--- config.mk ---
export PLATFORM = sky130hd
export DESIGN_NAME = fine_tune_array_ctrl
export DESIGN_NICKNAME = d
export VERILOG_FILES = /design/src/rtl/tune_pkg.sv /design/src/rtl/tune_word_slot.sv /design/src/rtl/tune_sdm.sv /design/src/rtl/tune_thermo.sv /design/src/rtl/fine_tune_array_ctrl.sv
export SDC_FILE = /design/constraint.sdc
export NUM_CORES = 2
export LEC_CHECK = 0
export ABC_AREA = 1
export BUFFER_PORTS_ARGS = -buffer_cell sky130_fd_sc_hd__buf_2
export CAP_MARGIN = 20
export CORE_AREA = 2 2 403 405
export CTS_BUF_LIST = sky130_fd_sc_hd__clkbuf_8
export CTS_CLUSTER_SIZE = 30
export DETAILED_ROUTE_END_ITERATION = 8
export DIE_AREA = 0 0 405 407
export GPL_TIMING_DRIVEN = 0
export HOLD_SLACK_MARGIN = 0.02
export MAX_ROUTING_LAYER = met4
export SLEW_MARGIN = 20
export SYNTH_ARGS = -nofsm -noshare
export SYNTH_HDL_FRONTEND = slang
export SYNTH_SLANG_ARGS = --single-unit
--- constraint.sdc ---
create_clock -name clk -period 9.2 [get_ports clk]
set_input_delay 1.38 -clock clk [delete_from_list [all_inputs] [get_ports clk]]
set_output_delay 1.38 -clock clk [all_outputs]
set_load 0.01 [all_outputs]
--- src/rtl/tune_pkg.sv ---
package tune_pkg;
  localparam int DEF_INT_W  = 10;
  localparam int DEF_FRAC_W = 4;

  typedef enum logic {SLOT_EMPTY = 1'b0, SLOT_FULL = 1'b1} slot_state_t;
endpackage

--- src/rtl/tune_word_slot.sv ---
// Single-entry holding slot plus the active codeword register.
module tune_word_slot #(
  parameter int CW_W = 14
) (
  input  logic            clk,
  input  logic            rst_n,
  input  logic            in_valid,
  output logic            in_ready,
  input  logic [CW_W-1:0] in_data,
  input  logic            tick,
  output logic [CW_W-1:0] eff_word
);
  import tune_pkg::*;

  slot_state_t     state_q;
  logic [CW_W-1:0] held_q;
  logic [CW_W-1:0] active_q;
  logic            take;

  assign in_ready = (state_q == SLOT_EMPTY);
  assign take     = in_valid && in_ready;
  // Word in force for a tick in this cycle
  assign eff_word = (state_q == SLOT_FULL) ? held_q : active_q;

  always_ff @(posedge clk) begin
    if (!rst_n) begin
      state_q  <= SLOT_EMPTY;
      held_q   <= '0;
      active_q <= '0;
    end else begin
      if (tick) begin
        active_q <= eff_word;
        if (state_q == SLOT_FULL) state_q <= SLOT_EMPTY;
      end
      if (take) begin
        held_q  <= in_data;
        state_q <= SLOT_FULL;
      end
    end
  end
endmodule

--- src/rtl/tune_sdm.sv ---
// First-order sigma-delta accumulator on the fraction field.
module tune_sdm #(
  parameter int FRAC_W = 4
) (
  input  logic              clk,
  input  logic              rst_n,
  input  logic              tick,
  input  logic [FRAC_W-1:0] frac,
  input  logic              dither_bit,
  output logic              carry
);
  localparam int SUM_W = FRAC_W + 1;

  logic [FRAC_W-1:0] acc_q;
  logic [SUM_W-1:0]  sum;

  assign sum   = SUM_W'(acc_q) + SUM_W'(frac) + SUM_W'(dither_bit);
  assign carry = sum[SUM_W-1];

  always_ff @(posedge clk) begin
    if (!rst_n)    acc_q <= '0;
    else if (tick) acc_q <= sum[FRAC_W-1:0];
  end
endmodule

--- src/rtl/tune_thermo.sv ---
// Thermometer decoder with registered output, updated on ticks.
module tune_thermo #(
  parameter int INT_W  = 10,
  parameter int N_ELEM = 1 << INT_W
) (
  input  logic             clk,
  input  logic             rst_n,
  input  logic             tick,
  input  logic [INT_W-1:0] int_val,
  input  logic             extra,
  output logic [N_ELEM-1:0] elem_en
);
  localparam int CNT_W = INT_W + 1;

  logic [CNT_W-1:0]  count;
  logic [N_ELEM-1:0] next_en;

  // Count never exceeds N_ELEM, so saturation is natural
  assign count = CNT_W'(int_val) + CNT_W'(extra);

  for (genvar k = 0; k < N_ELEM; k++) begin : g_cell
    assign next_en[k] = (CNT_W'(k) < count);
  end

  always_ff @(posedge clk) begin
    if (!rst_n)    elem_en <= '0;
    else if (tick) elem_en <= next_en;
  end
endmodule

--- src/rtl/fine_tune_array_ctrl.sv ---
module fine_tune_array_ctrl #(
  parameter int INT_W  = tune_pkg::DEF_INT_W,
  parameter int FRAC_W = tune_pkg::DEF_FRAC_W,
  localparam int CW_W   = INT_W + FRAC_W,
  localparam int N_ELEM = 1 << INT_W
) (
  input  logic              clk,
  input  logic              rst_n,
  input  logic              cw_valid,
  output logic              cw_ready,
  input  logic [CW_W-1:0]   cw_data,
  input  logic              ref_tick,
  input  logic              dither_en,
  input  logic              dither_in,
  output logic [N_ELEM-1:0] elem_en
);
  logic [CW_W-1:0] eff_word;
  logic            carry;
  logic            dither_bit;

  assign dither_bit = dither_en & dither_in;

  tune_word_slot #(.CW_W(CW_W)) u_slot (
    .clk(clk), .rst_n(rst_n), .in_valid(cw_valid), .in_ready(cw_ready),
    .in_data(cw_data), .tick(ref_tick), .eff_word(eff_word)
  );

  tune_sdm #(.FRAC_W(FRAC_W)) u_sdm (
    .clk(clk), .rst_n(rst_n), .tick(ref_tick),
    .frac(eff_word[FRAC_W-1:0]), .dither_bit(dither_bit), .carry(carry)
  );

  tune_thermo #(.INT_W(INT_W), .N_ELEM(N_ELEM)) u_thermo (
    .clk(clk), .rst_n(rst_n), .tick(ref_tick),
    .int_val(eff_word[CW_W-1:FRAC_W]), .extra(carry), .elem_en(elem_en)
  );
endmodule

-- Yosys cells after proc, flatten, opt, wreduce, memory -nomap -nowiden
Index checks and enable logic that the tools add are counted.
- add/subtract/negate cells: 3
- multipliers: 0
- div/mod/pow operators: 0
- magnitude comparators: 1024
- eq/ne operators: 0
- shift-type cells: 0
- muxes and demuxes: 3
- bitwise gates (word level): 2
- reductions and logical operators: 2
- operators with widths (cell ; count):
    $lt 10x11->1 const A ; 512
    $lt 9x11->1 const A ; 256
    $lt 8x11->1 const A ; 128
    $lt 7x11->1 const A ; 64
    $lt 6x11->1 const A ; 32
    $lt 5x11->1 const A ; 16
    $lt 4x11->1 const A ; 8
    $lt 3x11->1 const A ; 4
    $lt 1x11->1 const A ; 2
    $lt 2x11->1 const A ; 2
    $mux 14 ; 1
    $add 10x1->11 ; 1
    $add 4x4->5 ; 1
    $add 5x1->5 ; 1
    $mux 1 ; 2
    $reduce_bool 2->1 ; 1
    $and 1x1->1 ; 1
    $logic_and 1x1->1 ; 1
    $not 1->1 ; 1
- bits in registers: 1057
- bits in latches: 0
- memory bits (writable): 0
- memory bits (read-only): 0
- input port bits: 20
- output and inout port bits: 1025
- word-level logic and storage cells: 1039
- memories kept: 0

-- Longest topological paths before layout
- depth after elaboration: 5
- depth in mapped cells: 23
- depth with buffers taken out: 20

-- By module
Synthesis repeated with hierarchy kept, for this count alone.
- cells, all modules: 6196
- area total of the unflattened synthesis: 44341.3 µm²
- by module, submodules not included (module ; instances ; cells an instance ; area an instance (µm²) ; sequential area each (µm²)):
    tune_thermo ; 1 ; 5920 ; 42514.5 ; 20499.7
    tune_word_slot ; 1 ; 232 ; 1516.5 ; 580.6
    tune_sdm ; 1 ; 42 ; 302.8 ; 80.1
    fine_tune_array_ctrl ; 1 ; 2 ; 7.5 ; 0.0

-- Least setup slack after synthesis
No wires, ideal clock.
- path type: input -> register
- start point: in dither_en
- end point: reg u_thermo.elem_en[405]
- setup time: 0.132 ns
- arrival: 4.212 ns
- data required time: 9.068 ns
- slack: 4.856 ns
- stages: 20
- buffers on the path: 2
- cells stage by stage: nand2_1 > inv_1 > fa_1 > fa_1 > nand3_1 > nand2_1 > ha_1 > ha_1 > nand2_2 > nor2_2 > nand2_1 > nand2_1 > nand2_1 > nand2_1 > nor2_2 > buf_2 > buf_2 > nand3_1 > nand2_1 > a21oi_1
- word-level cells in the longest chain between the ends: 4
- ends and longest elaborated chain (item ; line ; source):
    start: declaration ; fine_tune_array_ctrl.sv:13 ; input logic dither_en,
    $and 1x1->1 ; fine_tune_array_ctrl.sv:21 ; assign dither_bit = dither_en & dither_in;
    $add 5x1->5 ; tune_sdm.sv:17 ; assign sum = SUM_W'(acc_q) + SUM_W'(frac) + SUM_W'(dither_bit);
    $add 10x1->11 ; tune_thermo.sv:19 ; assign count = CNT_W'(int_val) + CNT_W'(extra);
    $lt 9x11->1 ; tune_thermo.sv:22 ; assign next_en[k] = (CNT_W'(k) < count);
    end signal: assignment ; tune_thermo.sv:27 ; else if (tick) elem_en <= next_en;
    end: declaration ; tune_thermo.sv:11 ; output logic [N_ELEM-1:0] elem_en
Every way passes these cells.
A chain may end at the register's enable or synchronous reset.

-- Worst setup path in the final report
- start point: reg u_slot.state_q
- end point: reg u_thermo.elem_en[389]
- word-level cells in the longest chain between the ends: 5
- ends and longest elaborated chain (item ; line ; source):
    start: declaration ; tune_word_slot.sv:15 ; slot_state_t state_q;
    start signal: assignment ; tune_word_slot.sv:27 ; state_q <= SLOT_EMPTY;
    start signal: assignment ; tune_word_slot.sv:33 ; if (state_q == SLOT_FULL) state_q <= SLOT_EMPTY;
    start signal: assignment ; tune_word_slot.sv:37 ; state_q <= SLOT_FULL;
    $mux 14 ; tune_word_slot.sv:23 ; assign eff_word = (state_q == SLOT_FULL) ? held_q : active_q;
    net eff_word[0] ; fine_tune_array_ctrl.sv:17 ; logic [CW_W-1:0] eff_word;
    $add 4x4->5 ; tune_sdm.sv:17 ;
    $add 5x1->5 ; tune_sdm.sv:17 ;
    $add 10x1->11 ; tune_thermo.sv:19 ;
    $lt 9x11->1 ; tune_thermo.sv:22 ;
The timed path passes the listed nets, and every way through them passes these cells.

==> results.py <==
metrics = {
    "critical_path": {
        "rr_worst_depth": 21,
        "startpoint_type": "register",
        "cp_slowest_cell": "nand2_1",
        "regToRegStartpoint": "u_slot.state_q",
        "path_delay_family": "simple AND/OR/NAND/NOR gates",
        "endpoint_kind": "register",
        "critical_path_arrival_ns": 8.27,
        "cp_cell_sequence": "buf_4 -> clkbuf_1 -> o21ai_0 -> fa_1 -> fa_1 -> nand3_1 -> nand2_1 -> ha_1 -> ha_1 -> nand2_2 -> nor2_2 -> nand2_1 -> nand2_1 -> nand2_1 -> nand2_1 -> nor2_2 -> nand2_1 -> nand2_1 -> nand3_1 -> nand2_1 -> inv_1",
        "critical_path_class": "register to register",
        "r2r_setup_slack_ns": 1.77,
        "crit_buf_inv": 3,
        "path_common_cell": "nand2_1",
        "required_ns": 10.05,
        "slowest_delay_ns": 1.10,
        "r2r-end": "u_thermo.elem_en[389]",
        "cp_max_fo": 10,
    },
    "power_and_ir_drop": {
        "vdd_ir_drop_max_uv": 170,
        "power_frac_clock": 0.376,
        "power_leakage_nw": 23.5,
        "switching_share": 0.370,
        "powerDensity_mw_per_mm2": 224,
        "pwr-share-comb": 0.219,
        "p_int_mw": 7.96,
        "p_seq_frac": 0.405,
        "total_switching_power_mw": 4.67,
    },
    "status": {
        "run_status": "finished, violations left",
        "violations": "design-rule violations",
    },
    "logic_synthesis": {
        "seq_area_frac_synth": 0.481,
        "syn_avg_cell_area_um2": 7.16,
        "synth-async-reset-ratio": 0,
        "synth_top_cell_by_area": "dfxtp_1",
        "syn_inst": 6144,
        "synth_area_leaders": "dfxtp_1 (48%), nand3_1 (17%), nand2_1 (14%)",
        "synth_edf_count": 0,
        "yosysTopAreaCellShare": 0.481,
        "synth_nets": 6171,
        "syn-cell-area_mm2": 0.0440,
        "synth_warnings": 0,
        "ys_dominant_reg_cell": "dfxtp_1",
        "synth.most_common_cell": "nand2_1",
        "synth_cell_type_count": 32,
        "synth_seq_cells": 1057,
        "synthTopCellsByCount": "nand2_1 (1620), nand3_1 (1467), dfxtp_1 (1057)",
    },
    "cts": {
        "cts.path.max_buffers": 3,
        "htreeDepth": 4,
        "clk_latency_ns": 1.03,
        "clk_pin_slew_ns": 0.06,
        "cts.repair.resized": 0,
        "hold_buffers": 0,
        "clock-root-buffer": "clkbuf_8",
        "cts.sinks": 1057,
        "cts_tree": "yes",
        "cts_setup_buffers": 0,
        "cts_buffers": 188,
    },
    "worst_hold_path": {
        "hold_path_class": "register to register",
        "whs_endpoint": "u_thermo.elem_en[688]",
        "hold_depth": 2,
        "min-delay-start": "u_thermo.elem_en[688]",
    },
    "timing": {
        "slew_violations": 0,
        "tns_ns": 0,
        "whs_ns": 0.461,
        "rsz0062_at_grt": "false",
        "worst_pin_slew_ns": 1.43,
        "setup_slack_ns": 1.77,
        "fin_crit_ns": 7.43,
        "hold_viol_final": 0,
        "skew_ns": 0.0787,
        "max_clock_freq_mhz": 135,
        "period_share": 0.807,
        "slew_headroom": 0.0413,
        "setup_viol": 0,
    },
    "detailed_routing": {
        "drc_errors": 110,
        "drt-initial-drc-count": 10335,
        "antenna_left": 0,
        "routed_via_density": 5.90,
        "avgRoutedWirePerCell_um": 40.3,
        "drt-pass1-iter-count": 9,
        "vias": 57611,
        "totalWireLength_um": 394000,
    },
    "global_routing": {
        "grt_pass1_wl_um": 496000,
        "grtUsageTotal": 0.471,
        "grt_antenna_before_repair": 43,
        "grt_pass1_vias": 51598,
        "grt_start_max_net_pins": 17,
        "grt_overflow_total": 0,
    },
    "floorplan": {
        "ios": 1045,
        "die_h_um": 407,
        "dieArea_mm2": 0.165,
        "row_count": 147,
        "core_area_mm2": 0.160,
        "start_util": 0.275,
        "die_x_um": 405,
    },
    "placement": {
        "dp_hpwl_um": 294000,
        "port_buffers": 1044,
        "place.gp.congestion": 1.05,
        "place_ws_ns": 1.97,
    },
    "cells_and_area": {
        "drive_gt1_frac": 0.218,
        "nets": 7418,
        "area_growth_pct": 28.4,
    },
    "flow_run": {
        "drv_cap": 0,
    },
}
==> cells by family (layout without fill, tap and decap cells) <==
family                     Yosys count  count (layout)  synth area share
adders and majority gates            7               7           0.00233
other                                0              61                 0
and+or+nand+nor                   3254            3254             0.322
xor gates and xnor gates             2               2          0.000398
AOI/OAI and AO/OA                 1065            1065             0.122
buffers and inverters              759            2160            0.0720
DFF                               1057            1057             0.481
==> sequential cells by signal (all words and copies together), names as in the netlist <==
register	cells
u_slot.state_q	1
u_thermo.elem_en	1024
u_slot.active_q	14
u_sdm.acc_q	4
u_slot.held_q	14
==> tightest hold or removal path, delay by kind of cell (launching register included) <==
| kind | cells | cell delay [ns] |
|---|---|---|
| AOI/OAI and AO/OA | 1 | 0.05 |
| and+or+nand+nor | 1 | 0.06 |
| DFF | 1 | 0.30 |
==> how the worst max path moves through the flow <==
stage / end / startpoint / slack, ns / depth (start not counted)
floorplan: u_thermo.elem_en[405] / dither_en / 4.86 / 20
detailed placement: u_thermo.elem_en[390] / dither_en / 1.97 / 21
global placement: u_thermo.elem_en[75] / dither_en / 1.79 / 18
global route: u_thermo.elem_en[388] / u_slot.state_q / 1.79 / 21
finish: u_thermo.elem_en[389] / u_slot.state_q / 1.77 / 21
CTS: u_thermo.elem_en[389] / u_slot.state_q / 2.15 / 21
==> through the flow <==
stage,std cells,power [mW],util,area (um2)
4_1_cts,9702,12.4,0.351,56200
3_5_place_dp,9358,7.75,0.326,52200
5_1_grt,9753,12.8,0.352,56500
6_report,9766,12.6,0.353,56500
3_3_place_gp,9348,7.72,0.324,51900
2_1_floorplan,6144,6.15,-,44000
==> cell type report <==
class | count | area, um2
antenna | 61 | 153
buffer | 595 | 2590
clock buffer | 241 | 3320
clock inverter | 103 | 687
fill | 17744 | 104000
inverter | 164 | 616
multi-input combinational | 4328 | 19800
sequential | 1057 | 21200
tap | 2160 | 2700
timing repair buffer | 1057 | 5460
==> power by group through the flow <==
stage	clock network, mW	registers [mW]	logic (mW)
4_1_cts	4.74	5.10	2.56
6_report	4.75	5.11	2.76
3_5_place_dp	0	5.20	2.55
5_1_grt	4.94	5.12	2.72
2_1_floorplan	0	5.25	0.903
3_3_place_gp	0	5.19	2.53
==> cells in the final DEF (no fill, tap or decap), types with 8 or more instances in the layout <==
| cell | count |
|---|---|
| clkinvlp_4 | 9 |
| buf_2 | 1212 |
| a21oi_1 | 956 |
| nand2_1 | 1595 |
| clkinv_2 | 25 |
| nand3_1 | 1467 |
| diode_2 | 61 |
| nor2_1 | 137 |
| o21ai_2 | 8 |
| clkbuf_2 | 28 |
| buf_4 | 28 |
| a31oi_1 | 10 |
| nand2_2 | 34 |
| o21ai_0 | 52 |
| clkbuf_8 | 241 |
| clkbuf_1 | 348 |
| inv_1 | 209 |
| dfxtp_1 | 1057 |
| nor2_2 | 9 |
| o21ai_1 | 24 |
| buf_1 | 22 |
==> metal layers <==
layer,vias to the layer above,GRT usage,part of all wire
met1,27900,0.518,0.36
met3,1650,0.239,0.15
met2,4925,0.638,0.40
met4,0,0.364,0.097
met5,-,-,0
li1,23136,-,-
No activity file was read; power rests on OpenSTA's default activity.
